==> src/rtl/irqc_pkg.sv <==
package irqc_pkg;
  typedef enum logic [1:0] {
    ST_RUN  = 2'd0,
    ST_BASE = 2'd1,
    ST_CASC = 2'd2,
    ST_MODE = 2'd3
  } prog_st_e;

  // command word fields
  localparam int unsigned CMD_PROG_BIT   = 4;
  localparam int unsigned CMD_LEVEL_BIT  = 3;
  localparam int unsigned CMD_HASMODE_BIT = 0;
  localparam int unsigned MODE_AUTO_BIT  = 1;
  localparam logic [2:0]  OP_EOI_CODE    = 3'b011;
  localparam logic [2:0]  OP_SEL_CODE    = 3'b000;
endpackage

==> src/rtl/irqc_rst_sync.sv <==
module irqc_rst_sync (
  input  logic clk,
  input  logic rst_n,
  output logic rst_sync_n
);
  logic meta_q;
  logic sync_q;

  always_ff @(posedge clk or negedge rst_n) begin
    if (!rst_n) begin
      meta_q <= 1'b0;
      sync_q <= 1'b0;
    end else begin
      meta_q <= 1'b1;
      sync_q <= meta_q;
    end
  end

  assign rst_sync_n = sync_q;
endmodule

==> src/rtl/irqc_regport.sv <==
module irqc_regport
  import irqc_pkg::*;
#(
  parameter int unsigned DW     = 8,
  parameter int unsigned NLINES = 8,
  localparam int unsigned IDXW  = $clog2(NLINES)
) (
  input  logic            clk,
  input  logic            rst_n,
  input  logic            bus_wr,
  input  logic            bus_addr,
  input  logic [DW-1:0]   bus_wdata,
  output logic [NLINES-1:0] imr_q,
  output logic [DW-1:0]   base_q,
  output logic            level_q,
  output logic            aeoi_q,
  output logic            done_q,
  output logic            rsel_isr_q,
  output logic            prog_start,
  output logic            eoi_valid,
  output logic [IDXW-1:0] eoi_idx
);
  prog_st_e        st_q, st_n;
  logic [NLINES-1:0] imr_n;
  logic [DW-1:0]   base_n;
  logic            level_n, aeoi_n, done_n, rsel_n;
  logic            hasmode_q, hasmode_n;

  always_comb begin
    st_n       = st_q;
    imr_n      = imr_q;
    base_n     = base_q;
    level_n    = level_q;
    aeoi_n     = aeoi_q;
    done_n     = done_q;
    rsel_n     = rsel_isr_q;
    hasmode_n  = hasmode_q;
    prog_start = 1'b0;
    eoi_valid  = 1'b0;
    eoi_idx    = bus_wdata[IDXW-1:0];
    if (bus_wr && !bus_addr) begin
      if (bus_wdata[CMD_PROG_BIT]) begin
        prog_start = 1'b1;
        st_n       = ST_BASE;
        level_n    = bus_wdata[CMD_LEVEL_BIT];
        hasmode_n  = bus_wdata[CMD_HASMODE_BIT];
        aeoi_n     = 1'b0;
        done_n     = 1'b0;
        rsel_n     = 1'b0;
      end else if (bus_wdata[7:5] == OP_EOI_CODE && !bus_wdata[3]) begin
        eoi_valid = 1'b1;
      end else if (bus_wdata[7:5] == OP_SEL_CODE && bus_wdata[3] && bus_wdata[1]) begin
        rsel_n = bus_wdata[0];
      end
    end else if (bus_wr && bus_addr) begin
      unique case (st_q)
        ST_RUN:  imr_n = bus_wdata[NLINES-1:0];
        ST_BASE: begin
          base_n = bus_wdata;
          st_n   = ST_CASC;
        end
        ST_CASC: begin
          if (hasmode_q) begin
            st_n = ST_MODE;
          end else begin
            st_n   = ST_RUN;
            done_n = 1'b1;
          end
        end
        ST_MODE: begin
          aeoi_n = bus_wdata[MODE_AUTO_BIT];
          st_n   = ST_RUN;
          done_n = 1'b1;
        end
        default: st_n = ST_RUN;
      endcase
    end
  end

  always_ff @(posedge clk or negedge rst_n) begin
    if (!rst_n) begin
      st_q       <= ST_RUN;
      imr_q      <= '1;
      base_q     <= '0;
      level_q    <= 1'b0;
      aeoi_q     <= 1'b0;
      done_q     <= 1'b0;
      rsel_isr_q <= 1'b0;
      hasmode_q  <= 1'b0;
    end else if (bus_wr) begin
      st_q       <= st_n;
      imr_q      <= imr_n;
      base_q     <= base_n;
      level_q    <= level_n;
      aeoi_q     <= aeoi_n;
      done_q     <= done_n;
      rsel_isr_q <= rsel_n;
      hasmode_q  <= hasmode_n;
    end
  end
endmodule

==> src/rtl/irqc_req_latch.sv <==
module irqc_req_latch #(
  parameter int unsigned NLINES = 8
) (
  input  logic              clk,
  input  logic              rst_n,
  input  logic              level,
  input  logic [NLINES-1:0] irq_in,
  input  logic [NLINES-1:0] ack_clr,
  output logic [NLINES-1:0] irr_q
);
  for (genvar i = 0; i < NLINES; i++) begin : g_line
    logic req_q, req_n, prev_q;

    always_comb begin
      if (level) begin
        req_n = irq_in[i];
      end else begin
        req_n = ((req_q & irq_in[i]) | (irq_in[i] & ~prev_q)) & ~ack_clr[i];
      end
    end

    always_ff @(posedge clk or negedge rst_n) begin
      if (!rst_n) begin
        req_q  <= 1'b0;
        prev_q <= 1'b0;
      end else begin
        req_q  <= req_n;
        prev_q <= irq_in[i];
      end
    end

    assign irr_q[i] = req_q;
  end
endmodule

==> src/rtl/irqc_prio.sv <==
module irqc_prio #(
  parameter int unsigned NLINES = 8,
  localparam int unsigned IDXW  = $clog2(NLINES)
) (
  input  logic [NLINES-1:0] irr,
  input  logic [NLINES-1:0] imr,
  input  logic [NLINES-1:0] isr,
  output logic              req,
  output logic [IDXW-1:0]   win_idx,
  output logic [NLINES-1:0] win_oh
);
  logic [NLINES-1:0] blocked;
  logic [NLINES-1:0] eligible;

  assign blocked[0] = isr[0];
  for (genvar i = 1; i < NLINES; i++) begin : g_blk
    assign blocked[i] = blocked[i-1] | isr[i];
  end

  assign eligible = irr & ~imr & ~blocked;

  always_comb begin
    req     = 1'b0;
    win_idx = '0;
    win_oh  = '0;
    for (int i = 0; i < NLINES; i++) begin
      if (eligible[i] && !req) begin
        req       = 1'b1;
        win_idx   = IDXW'(i);
        win_oh[i] = 1'b1;
      end
    end
  end
endmodule

==> src/rtl/irq_ctrl_core.sv <==
module irq_ctrl_core #(
  parameter int unsigned DW     = 8,
  parameter int unsigned NLINES = 8,
  localparam int unsigned IDXW  = $clog2(NLINES)
) (
  input  logic              clk,
  input  logic              rst_n,
  input  logic              bus_wr,
  input  logic              bus_rd,
  input  logic              bus_addr,
  input  logic [DW-1:0]     bus_wdata,
  output logic [DW-1:0]     bus_rdata,
  input  logic [NLINES-1:0] irq_in,
  input  logic              inta,
  output logic              irq_out,
  output logic [DW-1:0]     vec_out
);
  localparam logic [IDXW-1:0] SPUR_IDX = IDXW'(NLINES - 1);

  logic              rst_s_n;
  logic [NLINES-1:0] imr_q, irr_q, isr_q, isr_n;
  logic [DW-1:0]     base_q;
  logic              level_q, aeoi_q, init_done_q, rsel_isr_q;
  logic              prog_start, eoi_valid;
  logic [IDXW-1:0]   eoi_idx, win_idx, vec_idx;
  logic [NLINES-1:0] win_oh, ack_clr;
  logic              req, grant, isr_en;

  irqc_rst_sync u_rst (
    .clk        (clk),
    .rst_n      (rst_n),
    .rst_sync_n (rst_s_n)
  );

  irqc_regport #(.DW(DW), .NLINES(NLINES)) u_regs (
    .clk        (clk),
    .rst_n      (rst_s_n),
    .bus_wr     (bus_wr),
    .bus_addr   (bus_addr),
    .bus_wdata  (bus_wdata),
    .imr_q      (imr_q),
    .base_q     (base_q),
    .level_q    (level_q),
    .aeoi_q     (aeoi_q),
    .done_q     (init_done_q),
    .rsel_isr_q (rsel_isr_q),
    .prog_start (prog_start),
    .eoi_valid  (eoi_valid),
    .eoi_idx    (eoi_idx)
  );

  irqc_req_latch #(.NLINES(NLINES)) u_irr (
    .clk     (clk),
    .rst_n   (rst_s_n),
    .level   (level_q),
    .irq_in  (irq_in),
    .ack_clr (ack_clr),
    .irr_q   (irr_q)
  );

  irqc_prio #(.NLINES(NLINES)) u_prio (
    .irr     (irr_q),
    .imr     (imr_q),
    .isr     (isr_q),
    .req     (req),
    .win_idx (win_idx),
    .win_oh  (win_oh)
  );

  assign irq_out = init_done_q & req;
  assign grant   = inta & irq_out;
  assign ack_clr = grant ? win_oh : '0;
  assign isr_en  = prog_start | eoi_valid | grant;

  always_comb begin
    isr_n = isr_q;
    if (prog_start) begin
      isr_n = '0;
    end else begin
      if (eoi_valid) isr_n[eoi_idx] = 1'b0;
      if (grant && !aeoi_q) isr_n = isr_n | win_oh;
    end
  end

  always_ff @(posedge clk or negedge rst_s_n) begin
    if (!rst_s_n) begin
      isr_q <= '0;
    end else if (isr_en) begin
      isr_q <= isr_n;
    end
  end

  assign vec_idx = grant ? win_idx : SPUR_IDX;
  assign vec_out = inta ? (base_q + DW'(vec_idx)) : '0;

  always_comb begin
    bus_rdata = '0;
    if (bus_rd) begin
      if (bus_addr)        bus_rdata = DW'(imr_q);
      else if (rsel_isr_q) bus_rdata = DW'(isr_q);
      else                 bus_rdata = DW'(irr_q);
    end
  end
endmodule

==> config.mk <==
export PLATFORM = sky130hd
export DESIGN_NAME = irq_ctrl_core
export DESIGN_NICKNAME = d
export VERILOG_FILES = /design/src/rtl/irqc_pkg.sv /design/src/rtl/irqc_rst_sync.sv /design/src/rtl/irqc_regport.sv /design/src/rtl/irqc_req_latch.sv /design/src/rtl/irqc_prio.sv /design/src/rtl/irq_ctrl_core.sv
export SDC_FILE = /design/constraint.sdc
export NUM_CORES = 1
export LEC_CHECK = 0
export BUFFER_PORTS_ARGS = -buffer_cell sky130_fd_sc_hd__buf_2
export CAP_MARGIN = 20
export CORE_UTILIZATION = 51
export CTS_BUF_LIST = sky130_fd_sc_hd__clkbuf_4 sky130_fd_sc_hd__clkbuf_8 sky130_fd_sc_hd__clkbuf_16
export DETAILED_ROUTE_END_ITERATION = 8
export HOLD_SLACK_MARGIN = 0.12
export PLACE_DENSITY = 0.74
export SYNTH_ARGS = -nofsm -noshare
export SYNTH_HDL_FRONTEND = slang
export SYNTH_SLANG_ARGS = --single-unit
==> constraint.sdc <==
create_clock -name clk -period 3.8 [get_ports clk]
set_input_delay 1.14 -clock clk [delete_from_list [all_inputs] [get_ports clk]]
set_output_delay 1.14 -clock clk [all_outputs]
set_load 0.01 [all_outputs]
==> After elaboration in Yosys (flattened, before gate mapping) <==
Cells that the tools add are included.
{ "op_classes": {"n_addsub": 1, "multipliers": 0, "n_div": 0, "magnitude_cmp": 2, "n_eq_ne": 7, "n_shift": 0, "mux": 63, "n_bitwise": 67, "n_reduce_logical": 38} }
{ "ops": {"columns": ["operator", "count"], "rows": [
  ["8-bit 2-to-1 mux", 9],
  ["1-bit 2-to-1 mux", 40],
  ["1-bit AND", 26],
  ["8-bit AND", 3],
  ["8-bit NOT", 3],
  ["4-bit AND reduction", 5],
  ["1-bit NOT", 17],
  ["1-bit bitwise OR", 17],
  ["3-bit 2-to-1 mux", 5],
  ["1-bit logical AND", 14],
  ["2-bit 2-to-1 mux", 6],
  ["1-bit zero test", 10],
  ["8-bit by 3-bit adder with 8-bit output", 1],
  ["8-bit bitwise OR", 1],
  ["2-bit case mux with 3 select lines", 1],
  ["2-bit nonzero test", 3],
  ["5-bit AND reduction", 1],
  ["2-bit == test, second input constant", 2],
  ["3-bit by 4-bit less-than comparator with 1-bit output, second input constant", 1],
  ["2-bit inequality test, second input constant", 2],
  ["4-bit nonzero test", 1],
  ["1-bit demux with 3-bit select", 1],
  ["3-bit by 2-bit == test with 1-bit output, second input constant", 1],
  ["3-bit by 1-bit >= comparator with 1-bit output, second input constant", 1],
  ["other kinds (7)", 7]
]} }
{ "word_totals": {"regBits": 49, "latchBits": 0, "ram_bits": 0, "rom_bits": 0, "in_bits": 22, "word_cells": 205, "mem_count": 0} }

==> Logic depth before layout (Yosys ltp) <==
{ "depth": {"depth_word": 37, "depth_mapped": 13} }

==> Modules after synthesis <==
From an unflattened synthesis, not the netlist that was laid out.
{ "hier_totals": {"hier_cells": 297, "hier_area_um2": 2990.4} }
{ "by_module_without_submodules": {"columns": ["mod", "instances", "cells_per_inst", "area_each_um2", "seq_area_each_um2"], "rows": [
  ["irqc_regport", 1, 82, 1064.8, 585.6],
  ["irq_ctrl_core", 1, 119, 927.1, 200.2],
  ["irqc_req_latch", 1, 50, 660.6, 400.4],
  ["irqc_prio", 1, 43, 284.0, 0.0],
  ["irqc_rst_sync", 1, 3, 53.8, 50.0]
]} }

==> Least setup slack after synthesis <==
Ideal clock, no wire load.
{ "synth_path": {"kind": "flip-flop to output port", "start": "reg isr_q[3]", "end": "out vec_out[6]", "t_arrival_ns": 3.080, "required_time_ns": 2.660, "path_slack_ns": -0.420, "path_stages_with_launch": 12, "path_cell_list": "dfrtp_1 -> or4_4 -> or4b_1 -> or3_1 -> o211ai_1 -> ha_1 -> inv_1 -> fa_1 -> nor2b_1 -> o2111ai_1 -> xor2_1 -> nor2_1"} }
{ "synth_via": {"elab_chain_cells": 22, "elab_cells_between_ends": 31, "cone_classes": "1 x add/sub; 12 x mux; 9 x bitwise; 9 x reduce/logical"} }
{ "synth_rtl": {"columns": ["item", "line", "rtl"], "rows": [
  ["from (decl)", "irq_ctrl_core.sv:21", "logic [NLINES-1:0] imr_q, irr_q, isr_q, isr_n;"],
  ["from (signal assigned)", "irq_ctrl_core.sv:89", "isr_q <= isr_n;"],
  ["1-bit bitwise OR (*)", "irqc_prio.sv:17", "assign blocked[i] = blocked[i-1] | isr[i];"],
  ["8-bit NOT (*)", "irqc_prio.sv:20", "assign eligible = irr & ~imr & ~blocked;"],
  ["8-bit AND (*)", "irqc_prio.sv:20", null],
  ["1-bit logical AND", "irqc_prio.sv:27", "if (eligible[i] && !req) begin"],
  ["1-bit 2-to-1 mux", "irqc_prio.sv:27", null],
  ["1-bit zero test", "irqc_prio.sv:27", null],
  ["1-bit logical AND", "irqc_prio.sv:27", null],
  ["1-bit 2-to-1 mux", "irqc_prio.sv:27", null],
  ["(+6 left out)", null, null],
  ["1-bit zero test", "irqc_prio.sv:27", null],
  ["1-bit logical AND", "irqc_prio.sv:27", null],
  ["1-bit 2-to-1 mux", "irqc_prio.sv:27", null],
  ["1-bit AND", "irq_ctrl_core.sv:70", "assign irq_out = init_done_q & req;"],
  ["1-bit AND", "irq_ctrl_core.sv:71", "assign grant = inta & irq_out;"],
  ["3-bit 2-to-1 mux (*)", "irq_ctrl_core.sv:93", "assign vec_idx = grant ? win_idx : SPUR_IDX;"],
  ["8-bit by 3-bit adder with 8-bit output (*)", "irq_ctrl_core.sv:94", "assign vec_out = inta ? (base_q + DW'(vec_idx)) : '0;"],
  ["8-bit 2-to-1 mux (*)", "irq_ctrl_core.sv:94", null],
  ["to (decl)", "irq_ctrl_core.sv:16", "output logic [DW-1:0] vec_out"]
]} }
Mark *: on every way between the ends. The rest lies on a longest branch, timed or not.

==> Worst setup path after layout <==
Ends and elaborated chain as after synthesis.

==> impl_metrics.yaml <==
drt:
  via_per_inst: 5.72
  antenna_left: 0
  initialDrtViolationCount: 180
  first_pass_iters: 5
  vias: 2413
  post-route-drc-count: 0
  drt_wl_total_um: 6790
  post_drt_wl_per_cell_um: 16.1
clocking:
  insertion_delay_ns: 0.30
  path_clk_slew_ns: 0.08
  cts_max_path_buffers: 2
  clock-root-buffer: "clkbuf_8"
  cts_tree: "done"
  cts_buffers: 5
  h-tree-depth: 2
  cts.sinks: 49
layout:
  fin_area_um2: 3390
  final_util_pct: 66.5
  area_delta_synth_final_pct: 25.8
  fin_cells: 422
  drive_gt1_share_pct: 35.5
  fin_nets: 377
  num_antenna_cells: 0
sta:
  timing.setup.tns_ns: -4.84
  setup_violations: 8
  worstMarginPinSlew_ns: 0.589
  timing.slew.headroom_pct: 60.7
  finalCritPeriodShare_pct: 121
  fin_crit_ns: 4.58
  maxSlewViolCount: 0
  report.final.hold_viol_count: 0
  whs_ns: 0.253
  worst_clock_skew_ns: 0.00614
  rsz0062_at_grt: "true"
  layout_setup_ws_ns: -0.779
  fmax_ghz: 0.218
critical_path:
  crit_path_max_incr_delay_ns: 0.53
  r2r_start: "isr_q[3]"
  worstPathMaxFanout: 3
  worstSetupStartpointType: "flip-flop"
  critPathCapture: "vec_out[6]"
  slowest_stage: "or4_4"
  required_ns: 2.66
  crit_start: "isr_q[3]"
  r2r_setup_slack_ns: 1.60
  criticalPathCategory: "reg -> out"
  regToRegEndpoint: "u_irr.g_line[5].req_q"
  rr_worst_depth: 5
  path_cells: "or4_4 -> or4b_1 -> or3_4 -> o211ai_1 -> ha_2 -> inv_2 -> fa_2 -> nor2b_4 -> o2111ai_2 -> xor2_1 -> nor2_1 -> buf_2"
  end_kind: "output pin"
  arrival_ns: 3.44
die:
  core-area_um2: 5110
  initial_core_util_pct: 52.8
  pin_count: 39
  std_cell_rows: 26
  fp.dieH_um: 74.7
  die_x_um: 74.7
  die_area_um2: 5580
run:
  drv_cap: 0
synth:
  synth-seq-cells: 49
  synthArstFlopShare_pct: 100
  yosys-top-cells-area: "dfrtp_1, dfstp_2, mux2_2"
  yosysUniqueCellTypes: 49
  synth_top_area_share_pct: 38.0
  synth_area_um2: 2700
  syn_nets: 306
  ys_seq_area_share_pct: 45.8
  synth.avg_cell_area_um2: 9.63
  synthTopCellsByCount: "dfrtp_1, nand2_1, o21ai_0, mux2_2, nor2_1"
  synth_ff_type: "dfrtp_1"
  yosysMostFrequentCell: "dfrtp_1"
  synth_cells: 280
  synth_warnings: 0
  synth_edf_count: 0
  yosysTopAreaCell: "dfrtp_1"
global_routing:
  grt_first_pass_wirelength_um: 10900
  antenna_found_initial: 0
  gr-usage-all-layers_pct: 26.9
  grt_max_degree: 48
  grt_pass1_vias: 2286
  grt_overflow_total: 0
place:
  placedCellCount: 406
  place_area_um2: 3180
  dpl.hpwl_um: 4860
  place_congestion: 0.875
  portBuffers: 38
pwr:
  vdd_drop_max_mv: 0.317
  power_density_nw_per_um2: 552
  power_leakage_nw: 1.53
run_status:
  violations: "negative setup slack"
  outcome: "complete, but fails checks"
hold_path:
  hold_path.class: "reg -> async"
sequential cells by signal, summed over array words and instances, names as in the netlist, 2 cells and up:
name and flops:
u_regs.base_q 8, u_regs.st_q 2, u_regs.imr_q 8, u_irr.g_line.req_q 8
isr_q 8, u_irr.g_line.prev_q 8
placed cells by master (no fill, tap or decap), types with 2 or more instances in the layout:
cell type and count:
o22ai_1 2, clkbuf_8 7, nor4_1 4, nand3_1 5
dfstp_2 8, nor2_1 15, o311ai_0 2, a41oi_1 2
nand2_1 32, mux2i_1 8, a32oi_1 2, mux2_2 17
o21ai_1 2, or4_4 2, and2_1 10, ha_1 2
a21oi_2 3, a22o_1 3, or3_1 3, inv_1 7
a21oi_1 3, buf_4 34, buf_2 37, o211ai_1 4
nor2b_1 10, nand3b_1 2, nor3_1 7, o31a_1 2
dfrtp_1 40, o211a_1 3, o31ai_1 4, o21a_1 3
o21ai_0 23, nand2b_1 7, a31oi_1 6, buf_6 3
xor2_1 3
where the power goes:
part	switching [mW]	internal (mW)
Clock	0.165	0.165
Combinational	0.378	0.431
Sequential	0.0881	0.647
Total	0.632	1.24
stage by stage:
step	setup slack (ns)	total power, mW
2_1_floorplan	-0.372	1.17
3_3_place_gp	-0.420	1.43
3_5_place_dp	-0.475	1.45
4_1_cts	-0.783	1.86
5_1_grt	-0.939	1.99
6_report	-0.779	1.87
layer usage:
metal | global-route usage [%] | wire length, um | vias up
met5 | 0 | 0 | -
met4 | 8.39 | 89 | 0
met3 | 5.35 | 499 | 9
met2 | 45.1 | 3280 | 87
met1 | 35.1 | 2930 | 1161
li1 | - | - | 1156
cell families (layout without fill, tap and decap cells):
| kind of cell | after synthesis | after routing | share of synthesized area (%) |
|---|---|---|---|
| adder cells (fa/ha/maj) | 4 | 4 | 2.13 |
| other | 1 | 1 | 0.139 |
| AO/OA/AOI/OAI | 69 | 69 | 16.9 |
| flip-flops | 49 | 49 | 45.8 |
| buffers and inverters | 20 | 92 | 2.83 |
| multiplexers | 25 | 25 | 10.1 |
| XOR/XNOR | 3 | 3 | 0.974 |
| AND/OR/NAND/NOR | 109 | 109 | 21.1 |
critical path: cells and delay by family (launching register included):
family | cells | cell delay [ns]
buf+inv | 2 | 0.17
flops | 1 | 0.38
xor+xnor | 1 | 0.16
simple gates | 5 | 1.60
compound gates | 2 | 0.24
fa+ha+maj | 2 | 0.58
area by class of cell:
cell class	instances	area (um^2)
clock buffer	7	96.3
clock inverter	1	5.00
fill	437	1710
inverter	8	30.0
multi-input combinational	211	1430
sequential	49	1240
tap	70	87.6
timing repair buffer	76	504
how the worst min path moves through the flow:
| stage | from | endpoint | cells after the start |
|---|---|---|---|
| finish | u_rst.rst_sync_n | u_regs.imr_q[2] | 0 |
| global route | u_rst.rst_sync_n | u_regs.imr_q[2] | 0 |
| CTS | u_rst.meta_q | u_rst.rst_sync_n | 0 |
| detailed placement | u_rst.meta_q | u_rst.rst_sync_n | 0 |
| global placement | u_rst.meta_q | u_rst.rst_sync_n | 0 |
| floorplan | u_rst.meta_q | u_rst.rst_sync_n | 0 |
repair_timing:
item,CTS,global route
endpoints found under the setup margin,8,8
buffers inserted,7,1
gates resized for setup,8,2
hold buffers,0,1
hold endpoints to repair,0,4
pin swaps,5,0
Note: power is estimated with default switching activity, not from simulation.
